<file path="src/rtl/xbus_pkg.sv">
package xbus_pkg;

  localparam int CFG_W    = 8;
  localparam int BIT_REL  = 7;
  localparam int WAIT_LO  = 4;
  localparam int WMODE_LO = 0;
  localparam int WAIT_W   = 2;
  localparam int WMODE_W  = 2;

  typedef enum logic [2:0] {
    PH_IDLE,
    PH_ADDR,
    PH_DATA,
    PH_WAIT,
    PH_REL
  } phase_e;

  typedef struct packed {
    logic               rel;
    logic [WAIT_W-1:0]  wcode;
    logic [WMODE_W-1:0] wmode;
  } cfg_t;

  typedef struct packed {
    logic wr_hi;
    logic wr_lo;
    logic ub;
    logic lb;
    logic rd;
  } stb_t;

  // Inverted code: all ones means no extra cycles.
  function automatic logic [WAIT_W-1:0] wait_cycles(input logic [WAIT_W-1:0] code);
    return ~code;
  endfunction

endpackage

</file>
<file path="src/rtl/xbus_cfg_reg.sv">
module xbus_cfg_reg
  import xbus_pkg::*;
(
  input  logic             clk,
  input  logic             rst,
  input  logic             we,
  input  logic [CFG_W-1:0] wdata,
  input  logic             lock,
  output cfg_t             cfg,
  output logic [CFG_W-1:0] rdata
);

  always_ff @(posedge clk) begin
    if (rst) begin
      cfg <= '0;
    end else if (we && !lock) begin
      cfg.rel   <= wdata[BIT_REL];
      cfg.wcode <= wdata[WAIT_LO +: WAIT_W];
      cfg.wmode <= wdata[WMODE_LO +: WMODE_W];
    end
  end

  always_comb begin
    rdata                        = '0;
    rdata[BIT_REL]               = cfg.rel;
    rdata[WAIT_LO +: WAIT_W]     = cfg.wcode;
    rdata[WMODE_LO +: WMODE_W]   = cfg.wmode;
  end

endmodule

</file>
<file path="src/rtl/xbus_lane_fmt.sv">
module xbus_lane_fmt
  import xbus_pkg::*;
#(
  parameter int BYTE_W = 8,
  localparam int PW    = 2 * BYTE_W
) (
  input  logic               clk,
  input  logic               rst,
  input  logic               take,
  input  logic               wr,
  input  logic               a0,
  input  logic [BYTE_W-1:0]  latch,
  input  logic               wide,
  input  logic [WMODE_W-1:0] wmode,
  output logic [PW-1:0]      word,
  output stb_t               stb,
  output logic               need_bus
);

  logic [BYTE_W-1:0] hold_q;
  logic              park;

  // Even-address write in word mode only fills the holding byte.
  assign park     = wr && wide && wmode[1] && !a0;
  assign need_bus = !park;

  always_ff @(posedge clk) begin
    if (rst) begin
      hold_q <= '0;
    end else if (take && park) begin
      hold_q <= latch;
    end
  end

  always_comb begin
    word = '0;
    stb  = '0;
    if (!wr) begin
      stb.rd = 1'b1;
    end else if (!wide) begin
      word     = {{BYTE_W{1'b0}}, latch};
      stb.wr_lo = 1'b1;
    end else if (wmode[1]) begin
      word      = {latch, hold_q};
      stb.wr_hi = 1'b1;
    end else if (wmode[0]) begin
      word      = {latch, latch};
      stb.wr_hi = 1'b1;
      stb.ub    = a0;
      stb.lb    = !a0;
    end else begin
      word      = {latch, latch};
      stb.wr_hi = a0;
      stb.wr_lo = !a0;
    end
  end

endmodule

</file>
<file path="src/rtl/xbus_seq.sv">
module xbus_seq
  import xbus_pkg::*;
#(
  parameter int AW     = 16,
  parameter int BYTE_W = 8,
  localparam int PW    = 2 * BYTE_W
) (
  input  logic              clk,
  input  logic              rst,
  input  logic              req,
  input  logic              wr,
  input  logic [AW-1:0]     addr,
  input  logic [PW-1:0]     word,
  input  stb_t              stb_sel,
  input  logic              need_bus,
  input  logic              wide,
  input  logic [WAIT_W-1:0] wcode,
  input  logic [PW-1:0]     pin_i,
  output logic              take,
  output logic              stall,
  output logic              ale,
  output stb_t              stb,
  output logic [PW-1:0]     ad_o,
  output logic              ad_oe,
  output logic [BYTE_W-1:0] rd_data,
  output logic              rd_valid
);

  phase_e            ph, ph_n;
  logic [WAIT_W-1:0] cnt, cnt_n;
  logic [WAIT_W-1:0] nwait_q;
  logic              wr_q, a0_q, wide_q;
  logic [PW-1:0]     word_q;
  stb_t              sel_q;
  logic [PW-1:0]     addr_pins;
  logic              start, last_stb, data_ph_n;

  generate
    if (AW >= PW) begin : g_addr_trim
      assign addr_pins = addr[PW-1:0];
    end else begin : g_addr_pad
      assign addr_pins = {{(PW-AW){1'b0}}, addr};
    end
  endgenerate

  assign take     = req && (ph == PH_IDLE);
  assign start    = take && need_bus;
  assign last_stb = ((ph == PH_DATA) && (nwait_q == '0)) ||
                    ((ph == PH_WAIT) && (cnt == '0));
  assign data_ph_n = (ph_n == PH_DATA) || (ph_n == PH_WAIT) || (ph_n == PH_REL);

  always_comb begin
    ph_n  = ph;
    cnt_n = cnt;
    unique case (ph)
      PH_IDLE: if (start) ph_n = PH_ADDR;
      PH_ADDR: ph_n = PH_DATA;
      PH_DATA: begin
        if (nwait_q == '0) begin
          ph_n = PH_REL;
        end else begin
          ph_n  = PH_WAIT;
          cnt_n = nwait_q - 1'b1;
        end
      end
      PH_WAIT: begin
        if (cnt == '0) ph_n = PH_REL;
        else           cnt_n = cnt - 1'b1;
      end
      PH_REL:  ph_n = PH_IDLE;
      default: ph_n = PH_IDLE;
    endcase
  end

  always_ff @(posedge clk) begin
    if (rst) begin
      ph       <= PH_IDLE;
      cnt      <= '0;
      nwait_q  <= '0;
      wr_q     <= 1'b0;
      a0_q     <= 1'b0;
      wide_q   <= 1'b0;
      word_q   <= '0;
      sel_q    <= '0;
      stall    <= 1'b0;
      ale      <= 1'b0;
      stb      <= '0;
      ad_o     <= '0;
      ad_oe    <= 1'b0;
      rd_data  <= '0;
      rd_valid <= 1'b0;
    end else begin
      ph  <= ph_n;
      cnt <= cnt_n;
      if (start) begin
        nwait_q <= wait_cycles(wcode);
        wr_q    <= wr;
        a0_q    <= addr[0];
        wide_q  <= wide;
        word_q  <= word;
        sel_q   <= stb_sel;
      end
      stall <= (ph_n != PH_IDLE);
      ale   <= (ph_n == PH_ADDR);
      stb   <= ((ph_n == PH_DATA) || (ph_n == PH_WAIT)) ? sel_q : '0;
      if (ph_n == PH_ADDR) begin
        ad_o  <= addr_pins;
        ad_oe <= 1'b1;
      end else if (wr_q && data_ph_n) begin
        ad_o  <= word_q;
        ad_oe <= 1'b1;
      end else begin
        ad_o  <= '0;
        ad_oe <= 1'b0;
      end
      rd_valid <= !wr_q && last_stb;
      if (!wr_q && last_stb) begin
        rd_data <= (wide_q && a0_q) ? pin_i[PW-1:BYTE_W] : pin_i[BYTE_W-1:0];
      end
    end
  end

endmodule

</file>
<file path="src/rtl/xbus_pin_share.sv">
module xbus_pin_share #(
  parameter int PW = 16
) (
  input  logic          rel,
  input  logic          busy,
  input  logic [PW-1:0] ad_o,
  input  logic          ad_oe,
  input  logic [PW-1:0] gpio_o,
  input  logic [PW-1:0] gpio_oe,
  output logic [PW-1:0] pin_o,
  output logic [PW-1:0] pin_oe,
  output logic          own
);

  assign own    = !rel || busy;
  assign pin_o  = own ? ad_o : gpio_o;
  assign pin_oe = own ? {PW{ad_oe}} : gpio_oe;

endmodule

</file>
<file path="src/rtl/xbus_ctrl.sv">
module xbus_ctrl
  import xbus_pkg::*;
#(
  parameter int AW     = 16,
  parameter int BYTE_W = 8,
  localparam int PW    = 2 * BYTE_W
) (
  input  logic              clk,
  input  logic              rst,
  input  logic              cfg_we,
  input  logic [CFG_W-1:0]  cfg_wdata,
  input  logic              cfg_lock,
  output logic [CFG_W-1:0]  cfg_rdata,
  input  logic              bus_wide,
  input  logic              tbl_req,
  input  logic              tbl_wr,
  input  logic [AW-1:0]     tbl_addr,
  input  logic [BYTE_W-1:0] tbl_latch,
  output logic              tbl_stall,
  output logic [BYTE_W-1:0] tbl_rdata,
  output logic              tbl_rvalid,
  output logic              ale_o,
  output logic              rd_stb_o,
  output logic              wr_hi_o,
  output logic              wr_lo_o,
  output logic              ub_o,
  output logic              lb_o,
  input  logic [PW-1:0]     gpio_o,
  input  logic [PW-1:0]     gpio_oe,
  output logic [PW-1:0]     pin_o,
  output logic [PW-1:0]     pin_oe,
  input  logic [PW-1:0]     pin_i,
  output logic              bus_own
);

  cfg_t          cfg;
  stb_t          stb_sel, stb;
  logic [PW-1:0] word, ad_o;
  logic          ad_oe, need_bus, take;

  xbus_cfg_reg u_cfg (
    .clk   (clk),
    .rst   (rst),
    .we    (cfg_we),
    .wdata (cfg_wdata),
    .lock  (cfg_lock),
    .cfg   (cfg),
    .rdata (cfg_rdata)
  );

  xbus_lane_fmt #(.BYTE_W(BYTE_W)) u_lane (
    .clk      (clk),
    .rst      (rst),
    .take     (take),
    .wr       (tbl_wr),
    .a0       (tbl_addr[0]),
    .latch    (tbl_latch),
    .wide     (bus_wide),
    .wmode    (cfg.wmode),
    .word     (word),
    .stb      (stb_sel),
    .need_bus (need_bus)
  );

  xbus_seq #(.AW(AW), .BYTE_W(BYTE_W)) u_seq (
    .clk      (clk),
    .rst      (rst),
    .req      (tbl_req),
    .wr       (tbl_wr),
    .addr     (tbl_addr),
    .word     (word),
    .stb_sel  (stb_sel),
    .need_bus (need_bus),
    .wide     (bus_wide),
    .wcode    (cfg.wcode),
    .pin_i    (pin_i),
    .take     (take),
    .stall    (tbl_stall),
    .ale      (ale_o),
    .stb      (stb),
    .ad_o     (ad_o),
    .ad_oe    (ad_oe),
    .rd_data  (tbl_rdata),
    .rd_valid (tbl_rvalid)
  );

  xbus_pin_share #(.PW(PW)) u_pins (
    .rel     (cfg.rel),
    .busy    (tbl_stall),
    .ad_o    (ad_o),
    .ad_oe   (ad_oe),
    .gpio_o  (gpio_o),
    .gpio_oe (gpio_oe),
    .pin_o   (pin_o),
    .pin_oe  (pin_oe),
    .own     (bus_own)
  );

  assign rd_stb_o = stb.rd;
  assign wr_hi_o  = stb.wr_hi;
  assign wr_lo_o  = stb.wr_lo;
  assign ub_o     = stb.ub;
  assign lb_o     = stb.lb;

endmodule

</file>
<file path="config.mk">
export PLATFORM = sky130hd
export DESIGN_NAME = xbus_ctrl
export DESIGN_NICKNAME = d
export VERILOG_FILES = /design/src/rtl/xbus_pkg.sv /design/src/rtl/xbus_cfg_reg.sv /design/src/rtl/xbus_lane_fmt.sv /design/src/rtl/xbus_seq.sv /design/src/rtl/xbus_pin_share.sv /design/src/rtl/xbus_ctrl.sv
export SDC_FILE = /design/constraint.sdc
export NUM_CORES = 1
export LEC_CHECK = 0
export ABC_AREA = 1
export CAP_MARGIN = 20
export CELL_PAD_IN_SITES_DETAIL_PLACEMENT = 1
export CELL_PAD_IN_SITES_GLOBAL_PLACEMENT = 1
export CORE_MARGIN = 4
export CORE_UTILIZATION = 32
export DETAILED_ROUTE_END_ITERATION = 6
export MAX_ROUTING_LAYER = met4
export PLACE_DENSITY_LB_ADDON = 0.2
export SLEW_MARGIN = 5
export SYNTH_ARGS = -nofsm -noshare
export SYNTH_HDL_FRONTEND = slang
export SYNTH_SLANG_ARGS = --single-unit
</file>
<file path="constraint.sdc">
create_clock -name clk -period 2.8 [get_ports clk]
set_clock_uncertainty 0.2 [all_clocks]
set_input_delay 0.28 -clock clk [delete_from_list [all_inputs] [get_ports clk]]
set_output_delay 0.28 -clock clk [all_outputs]
set_load 0.005 [all_outputs]
</file>
After elaboration in Yosys (flattened, before gate mapping)
Index checks and enable logic that the tools add are counted.
{"block": "op_classes", "n_addsub": 2, "n_mux": 27, "reduce_logical": 28, "eq_ne": 9, "bitwise": 2}
{"operator": "16-bit 2-to-1 mux", "count": 6}
{"operator": "8-bit 2-to-1 mux", "count": 2}
{"operator": "3-bit by 2-bit == test with 1-bit output (second input constant)", "count": 4}
{"operator": "1-bit logical AND", "count": 12}
{"operator": "3-bit 2-to-1 mux", "count": 4}
{"operator": "3-bit one-hot mux with 4 select lines", "count": 1}
{"operator": "1-bit 2-to-1 mux", "count": 8}
{"operator": "2-bit 2-to-1 mux", "count": 4}
{"operator": "3-bit by 1-bit == test with 1-bit output (second input constant)", "count": 2}
{"operator": "1-bit zero test", "count": 5}
{"operator": "2-bit zero test", "count": 2}
{"operator": "1-bit logical OR", "count": 4}
{"operator": "4-bit 2-to-1 mux", "count": 1}
{"operator": "2-bit inequality test (second input constant)", "count": 2}
{"operator": "2-bit one-hot mux with 2 select lines", "count": 1}
{"operator": "2-bit by 1-bit subtractor with 2-bit output (second input constant)", "count": 2}
{"operator": "3-bit == test (second input constant)", "count": 1}
{"operator": "3-bit zero test", "count": 1}
{"operator": "3-bit AND reduction", "count": 1}
{"operator": "3-bit nonzero test", "count": 1}
{"operator": "2-bit inverter", "count": 1}
{"operator": "2-bit nonzero test", "count": 1}
{"operator": "2-bit OR reduction", "count": 1}
{"operator": "1-bit inverter", "count": 1}
{"block": "totals", "in_bits": 87, "out_inout_bits": 57, "regBits": 77, "word_cells": 95}

Longest topological paths before layout
Gate-level depths: netlist of the first run.
{"block": "depth", "depth_word": 13, "depth_mapped": 8, "mapped_depth_nobuf": 7}

Cells and area by module
A second synthesis of the first run with hierarchy kept.
{"block": "unflattened", "hier_cells": 563, "hier_area_um2": 3876.2}
{"module": "xbus_seq", "seq_area_each_um2": 1281.2, "cells_per_inst": 318, "instances": 1, "area_per_inst_um2": 2526.2}
{"module": "xbus_lane_fmt", "seq_area_each_um2": 160.2, "cells_per_inst": 110, "instances": 1, "area_per_inst_um2": 619.3}
{"module": "xbus_pin_share", "seq_area_each_um2": 0.0, "cells_per_inst": 92, "instances": 1, "area_per_inst_um2": 449.2}
{"module": "xbus_cfg_reg", "seq_area_each_um2": 100.1, "cells_per_inst": 43, "instances": 1, "area_per_inst_um2": 281.5}

Least setup slack after synthesis of the first run
OpenSTA, ideal clock, no wires.
{"block": "synth_timing", "kind": "reg-to-output", "start": "register u_seq.stall", "end": "output port pin_o[11]", "t_arrival_ps": 1222, "required_time_ps": 2320, "stages_incl_launch_ff": 5, "path_buffers": 1, "path_slack_ps": 1098, "path_cell_list": "dfxtp_1 -> clkinv_1 -> nand2_2 -> buf_4 -> mux2_2"}
{"block": "synth_via", "elab_chain_cells": 2}
{"item": "from (decl)", "line": "xbus_seq.sv:20", "rtl": "output logic stall,"}
{"item": "from (signal assigned)", "line": "xbus_seq.sv:103", "rtl": "stall <= (ph_n != PH_IDLE);"}
{"item": "1-bit logical OR", "line": "xbus_pin_share.sv:15", "rtl": "assign own = !rel || busy;"}
{"item": "via bus_own", "line": "xbus_ctrl.sv:33", "rtl": "output logic bus_own"}
{"item": "16-bit 2-to-1 mux", "line": "xbus_pin_share.sv:16", "rtl": "assign pin_o = own ? ad_o : gpio_o;"}
{"item": "to (decl)", "line": "xbus_ctrl.sv:30", "rtl": "output logic [PW-1:0] pin_o,"}
The timed path passes the listed nets, and every way through them passes these cells.

Worst setup path after layout of the first run
{"block": "layout_timing", "start": "register, netlist name u_cfg.cfg[4]", "end": "output port pin_oe[13]"}
{"block": "layout_via", "elab_chain_cells": 3}
{"item": "1-bit zero test", "line": "xbus_pin_share.sv:15"}
{"item": "1-bit logical OR", "line": "xbus_pin_share.sv:15"}
{"item": "16-bit 2-to-1 mux", "line": "xbus_pin_share.sv:17", "rtl": "assign pin_oe = own ? {PW{ad_oe}} : gpio_oe;"}
{"item": "to (decl)", "line": "xbus_ctrl.sv:31", "rtl": "output logic [PW-1:0] pin_oe,"}
Every way passes these cells.

==> results of run 1 <==
-- cells in the final DEF, fill, tap and decap left out, types with 2 or more instances in the layout --
| master | netlist | final |
|---|---|---|
| mux2_2 | 16 | 16 |
| a21oi_1 | 30 | 30 |
| nor2_1 | 69 | 69 |
| nand2_2 | 14 | 15 |
| nand3_1 | 57 | 57 |
| clkdlybuf4s50_1 | 0 | 137 |
| clkbuf_16 | 0 | 9 |
| dfxtp_1 | 77 | 76 |
| inv_1 | 30 | 30 |
| a21oi_2 | 10 | 10 |
| bufinv_16 | 0 | 2 |
| nor2_4 | 3 | 3 |
| buf_4 | 7 | 7 |
| clkinv_1 | 3 | 3 |
| nor2_2 | 3 | 3 |
| nand2_1 | 148 | 147 |
| conb_1 | 1 | 3 |
| o21ai_0 | 18 | 18 |
-- cell type report --
| type | instances | area (um^2) | share of cell area |
|---|---|---|---|
| repair buffers | 145 | 1440 | 0.267 |
| clock buffers | 11 | 243 | 0.0448 |
| clock inverters | 4 | 72.6 | 0.0134 |
| inverters | 34 | 128 | 0.0236 |
| well taps | 140 | 175 | 0.0324 |
| flip-flops and latches | 77 | 1540 | 0.285 |
| multi-input cells | 376 | 1810 | 0.334 |
-- final timing paths --
| kind | to | cells after the start | from | slack, ps |
|---|---|---|---|---|
| setup reg to reg | u_seq.ad_o[14]$_SDFF_PP0_ | 6 | u_seq.ph[1]$_SDFF_PP0_ | 1030 |
| setup / recovery | pin_oe[13] | 4 | u_cfg.cfg[4]$_SDFFE_PP0P_ | 300 |
| hold reg to reg | u_seq.stb[4]$_SDFF_PP0_ | 2 | u_seq.sel_q[4]$_SDFFE_PP0P_ | 230 |
| hold / removal | u_seq.stb[4]$_SDFF_PP0_ | 2 | u_seq.sel_q[4]$_SDFFE_PP0P_ | 230 |
-- through the flow --
stage | instances | cell area (um^2)
final | 787 | 5410
after global routing | 787 | 5410
after CTS | 787 | 5410
after detailed placement | 772 | 5090
after global placement | 772 | 5090
after floorplan | 516 | 3660
-- registers in the layout, summed over array words and instances, names as in the netlist, 2 cells and up --
signal and count:
u_seq.sel_q 5, u_seq.nwait_q 2, u_seq.rd_data 8, u_seq.cnt 2, u_seq.ph 3, u_cfg.cfg 5
u_seq.stb 5, u_seq.ad_o 16, u_seq.word_q 16, u_lane.hold_q 8
-- routing by layer --
metal / part of all wire / wire, um / track usage
met1: 0.46 / 5230 / 0.232
met2: 0.46 / 5150 / 0.285
met3: 0.060 / 677 / 0.0363
met4: 0.019 / 217 / 0.0696
met5: 0 / 0 / -
-- logic make-up (layout without fill, tap and decap cells) --
family                 Yosys count  count (layout)
multiplexers                    16              16
AO/OA/AOI/OAI                   59              59
AND/OR/NAND/NOR                298             298
flip-flops                      77              77
buffers and inverters           63             194
other                            1               3
-- worst min-delay path, stage by stage, from the launching register on --
cell,delay [ps]
dfxtp_1,310
inv_1,50
nor2_1,30
-- report_power, final --
group / switching [mW] / internal, mW
Sequential: 0.0515 / 1.17
Combinational: 0.318 / 0.352
Clock: 0.434 / 0.798
Total: 0.804 / 2.32
-- cell usage after synthesis --
cell	number
dfxtp_1	77
a21oi_1	30
nor2_4	3
clkbuf_1	10
o21ai_1	1
nor2_2	3
clkinv_1	3
a21oi_2	10
nor3_4	1
nand3_2	1
buf_4	7
buf_6	5
nor3_1	1
inv_2	1
buf_2	6
nor2_1	69
nand3_1	57
nand2_2	14
buf_1	1
nand2_4	1
o21ai_0	18
nand2_1	148
mux2_2	16
inv_1	30
conb_1	1
-- repair_timing --
| action | CTS | global route |
|---|---|---|
| gates resized for setup | 1 | 1 |
| cloned | 0 | 0 |
| setup endpoints to repair | 16 | 23 |
==> results.toml, run 1 <==
[placement]
hpwl_um = 8430
gp_congestion = 0.830
io_buffers = 137
pre_cts_ws_ps = 277

[layout]
antenna_cells = 0
drive_gt1_frac = 0.114
final_util = 0.493
nets = 730
nFillCells = 1382
area_delta_synth_final_pct = 48.4

[critical_path]
crit_family = "simple AND/OR/NAND/NOR gates"
cp_num_buf_inv = 1
crit_slowest_cell = "dfxtp_2"
path_cells = "nand2_2 -> nand2_2 -> nand2_1 -> clkdlybuf4s50_1"
path_max_fanout = 18
required_ps = 2320
crit_path_frequent_cell = "nand2_2"
criticalPathCategory = "flip-flop to primary output"
critPathLaunchType = "flip-flop"
endpoint_kind = "primary output"
crit_arrival_ps = 2020
slowest_delay_ps = 480

[yosys]
synth-simple-area-share = 0.352
synth_top_family_by_area = "simple AND/OR/NAND/NOR gates"
yosys_warnings = 0
synthTopCellsByArea = "dfxtp_1 42%, nand2_1 15%, nand3_1 7.8%"
synth-xor-area-share = 0
synth_top_area_frac = 0.422
synth_adder_area_share = 0
syn-cell-area_um2 = 3650
synthMuxAreaShare = 0.0494
synth_compound_area_frac = 0.0912
yosysSeqAreaShare = 0.422
syn_inst = 514
synth.avg_cell_area_um2 = 7.10
ys_ff_latch = 77
ys_types = 25
yosysTopAreaCell = "dfxtp_1"

[drt]
viasPerCell = 4.70
drtPass1Iterations = 4
drcViolationCount = 0
ant_nets = 0
wire_per_inst_um = 14.3
via_count = 3699
drt_iter0_markers = 117
wirelength_um = 11300

[sta]
timing.fmax_ghz = 0.399
worst_pin_slew_ps = 532
period_minus_slack_ps = 2500
min_period_over_period = 0.894
maxSlewViolCount = 0
fin_ws_ps = 295
rsz0062_at_grt = "no"
finalSetupTns_ps = 0
maxSlewHeadroom = 0.645
setup_viol = 0
whs_ps = 227
finalHoldViolations = 0

[grt]
overflow = 0
track_usage = 0.182
grt_pass1_vias = 3879
grt_pass1_wl_um = 18700
grt_start_max_net_pins = 55
antenna_found_initial = 0

[floorplanning]
start_util = 0.332
die_h_um = 115
num_rows = 38
pin_count = 144
dieArea_um2 = 13200
core_area_um2 = 11000
die_w_um = 115

[clock_network]
postCtsSetupBuffers = 0
cts_sinks = 77
clk_latency_ps = 330
cts_max_level = 3
cts_made_buffers = 9
clk_pin_slew_ps = 60
cts_root_buffer = "clkbuf_16"
cts_tree = "done"
ctsHoldBuffers = 0
clock_path_buffers = 2

[power]
powerDensity_nw_per_um2 = 578
peakVddDrop_mv = 0.238
p_leak_nw = 2.29
power_mw = 3.13

[min_path]
hold_path.class = "flip-flop to flip-flop"

[job]
max-cap-violations = 0

[outcome]
status = "finished, final reports clean"
Note: power is estimated with default switching activity, not from simulation.
==> run 2, diff against run 1 <==
Settings changed: CAP_MARGIN 20 to not set, SETUP_SLACK_MARGIN set to 0.4, SLEW_MARGIN 5 to 20.
==> results.toml, run 2 (synthesized netlist as in run 1, its figures left out) <==
[outcome]
status = "finished, final reports clean"

[sta]
min_period_over_period = 0.825
setup_viol = 0
maxSlewHeadroom = 0.645
period_minus_slack_ps = 2310
worst_pin_slew_ps = 533
maxSlewViolCount = 0
rsz0062_at_grt = "no"
finalSetupTns_ps = 0
finalHoldViolations = 0
fin_ws_ps = 489
timing.fmax_ghz = 0.433

[drt]
drt_iter0_markers = 130
viasPerCell = 4.71
drtPass1Iterations = 4
wire_per_inst_um = 14.7
via_count = 3717
wirelength_um = 11600
ant_nets = 0
drcViolationCount = 0

[grt]
grt_pass1_vias = 3879
grt_pass1_wl_um = 18700
grt_start_max_net_pins = 55
overflow = 0
antenna_found_initial = 0
track_usage = 0.182

[placement]
io_buffers = 137
pre_cts_ws_ps = 277
hpwl_um = 8430
gp_congestion = 0.830
dp.cells = 772

[layout]
nFillCells = 1381
nets = 733
drive_gt1_frac = 0.122
final_cell_mix = "147 x nand2_1, 137 x clkdlybuf4s50_1, 75 x dfxtp_1"
final_cells = 790
final_common_cell = "nand2_1"
multi_input_area_um2 = 1860
reg_top3 = "u_seq.ad_o x16, u_seq.word_q x16"
seq_area_um2 = 1550
antenna_cells = 0
area_delta_synth_final_pct = 50.5

[power]
powerDensity_nw_per_um2 = 575
p_leak_nw = 2.31
peakVddDrop_mv = 0.238
switching_share = 0.260
power_mw = 3.16
clkPwrFrac = 0.390
p_switching_mw = 0.821
p_int_mw = 2.34
sequentialPowerShare = 0.390
comb_power_share = 0.220

[critical_path]
crit_family = "buffers and inverters"
endpoint_kind = "primary output"
critPathLaunchType = "flip-flop"
crit_slowest_cell = "clkdlybuf4s50_1"
path_cells = "clkinvlp_4 -> buf_12 -> nand2_8 -> mux2_2 -> clkdlybuf4s50_1"
slowest_delay_ps = 490
required_ps = 2320
cp_num_buf_inv = 3
crit_arrival_ps = 1830
path_max_fanout = 5
criticalPathCategory = "flip-flop to primary output"

[clock_network]
cts_sinks = 77
clk_pin_slew_ps = 60
cts_tree = "done"
cts_max_level = 3
clk_latency_ps = 330
clock_path_buffers = 2
cts_made_buffers = 9
cts_root_buffer = "clkbuf_16"
ctsHoldBuffers = 0

[min_path]
hold_path.class = "flip-flop to flip-flop"

[floorplanning]
dieArea_um2 = 13200
start_util = 0.332
pin_count = 144
die_w_um = 115
core_area_um2 = 11000
num_rows = 38
die_h_um = 115

[job]
max-cap-violations = 0
run 2: layer usage:
metal | track usage | vias to the layer above | wire, um
met5 | - | - | 0
met4 | 0.0696 | 0 | 217
met3 | 0.0363 | 15 | 665
met2 | 0.285 | 118 | 5390
met1 | 0.232 | 1699 | 5310
li1 | - | 1885 | -
run 2: metrics by stage:
step            util  hold slack, ps  cell area (um^2)
6_report       0.500             227              5490
2_1_floorplan      -             208              3660
4_1_cts        0.493             232              5420
5_1_grt        0.500             247              5490
3_3_place_gp   0.464             221              5090
3_5_place_dp   0.464             225              5090
run 2: worst min-delay path, stage by stage (launching register included):
cell and delay (ps):
dfxtp_1 310, inv_1 50, nor2_1 30
run 2: area by class of cell:
cell class | instances | share of cell area
clock buffer | 11 | 0.0442
clock inverter | 4 | 0.0132
inverter | 34 | 0.0239
multi-input combinational | 378 | 0.339
sequential | 77 | 0.282
tap | 140 | 0.0319
timing repair buffer | 146 | 0.267
run 2: timing repair:
| item | CTS | global route |
|---|---|---|
| pin swaps | 0 | 1 |
| buffers inserted | 0 | 1 |
| resized for setup | 3 | 6 |
| setup endpoints to repair | 32 | 27 |
| hold endpoints to repair | 0 | 0 |
| cloned | 0 | 2 |
run 2: worst paths after layout:
| check | start | end | slack, ps | cells past startpoint |
|---|---|---|---|---|
| hold reg to reg | u_seq.sel_q[4]$_SDFFE_PP0P_ | u_seq.stb[4]$_SDFF_PP0_ | 230 | 2 |
| setup / recovery | u_seq.stall$_SDFF_PP0_ | pin_o[12] | 490 | 5 |
| setup reg to reg | u_seq.ph[1]$_SDFF_PP0_ | u_seq.ad_o[14]$_SDFF_PP0_ | 1030 | 6 |
| hold / removal | u_seq.sel_q[4]$_SDFFE_PP0P_ | u_seq.stb[4]$_SDFF_PP0_ | 230 | 2 |
run 2: power groups by stage:
stage / combinational (mW) / sequential (mW) / clock (mW)
3_3_place_gp: 0.653 / 1.25 / 0
4_1_cts: 0.681 / 1.23 / 1.26
3_5_place_dp: 0.673 / 1.25 / 0
2_1_floorplan: 0.351 / 1.23 / 0
6_report: 0.695 / 1.23 / 1.23
5_1_grt: 0.772 / 1.24 / 1.31
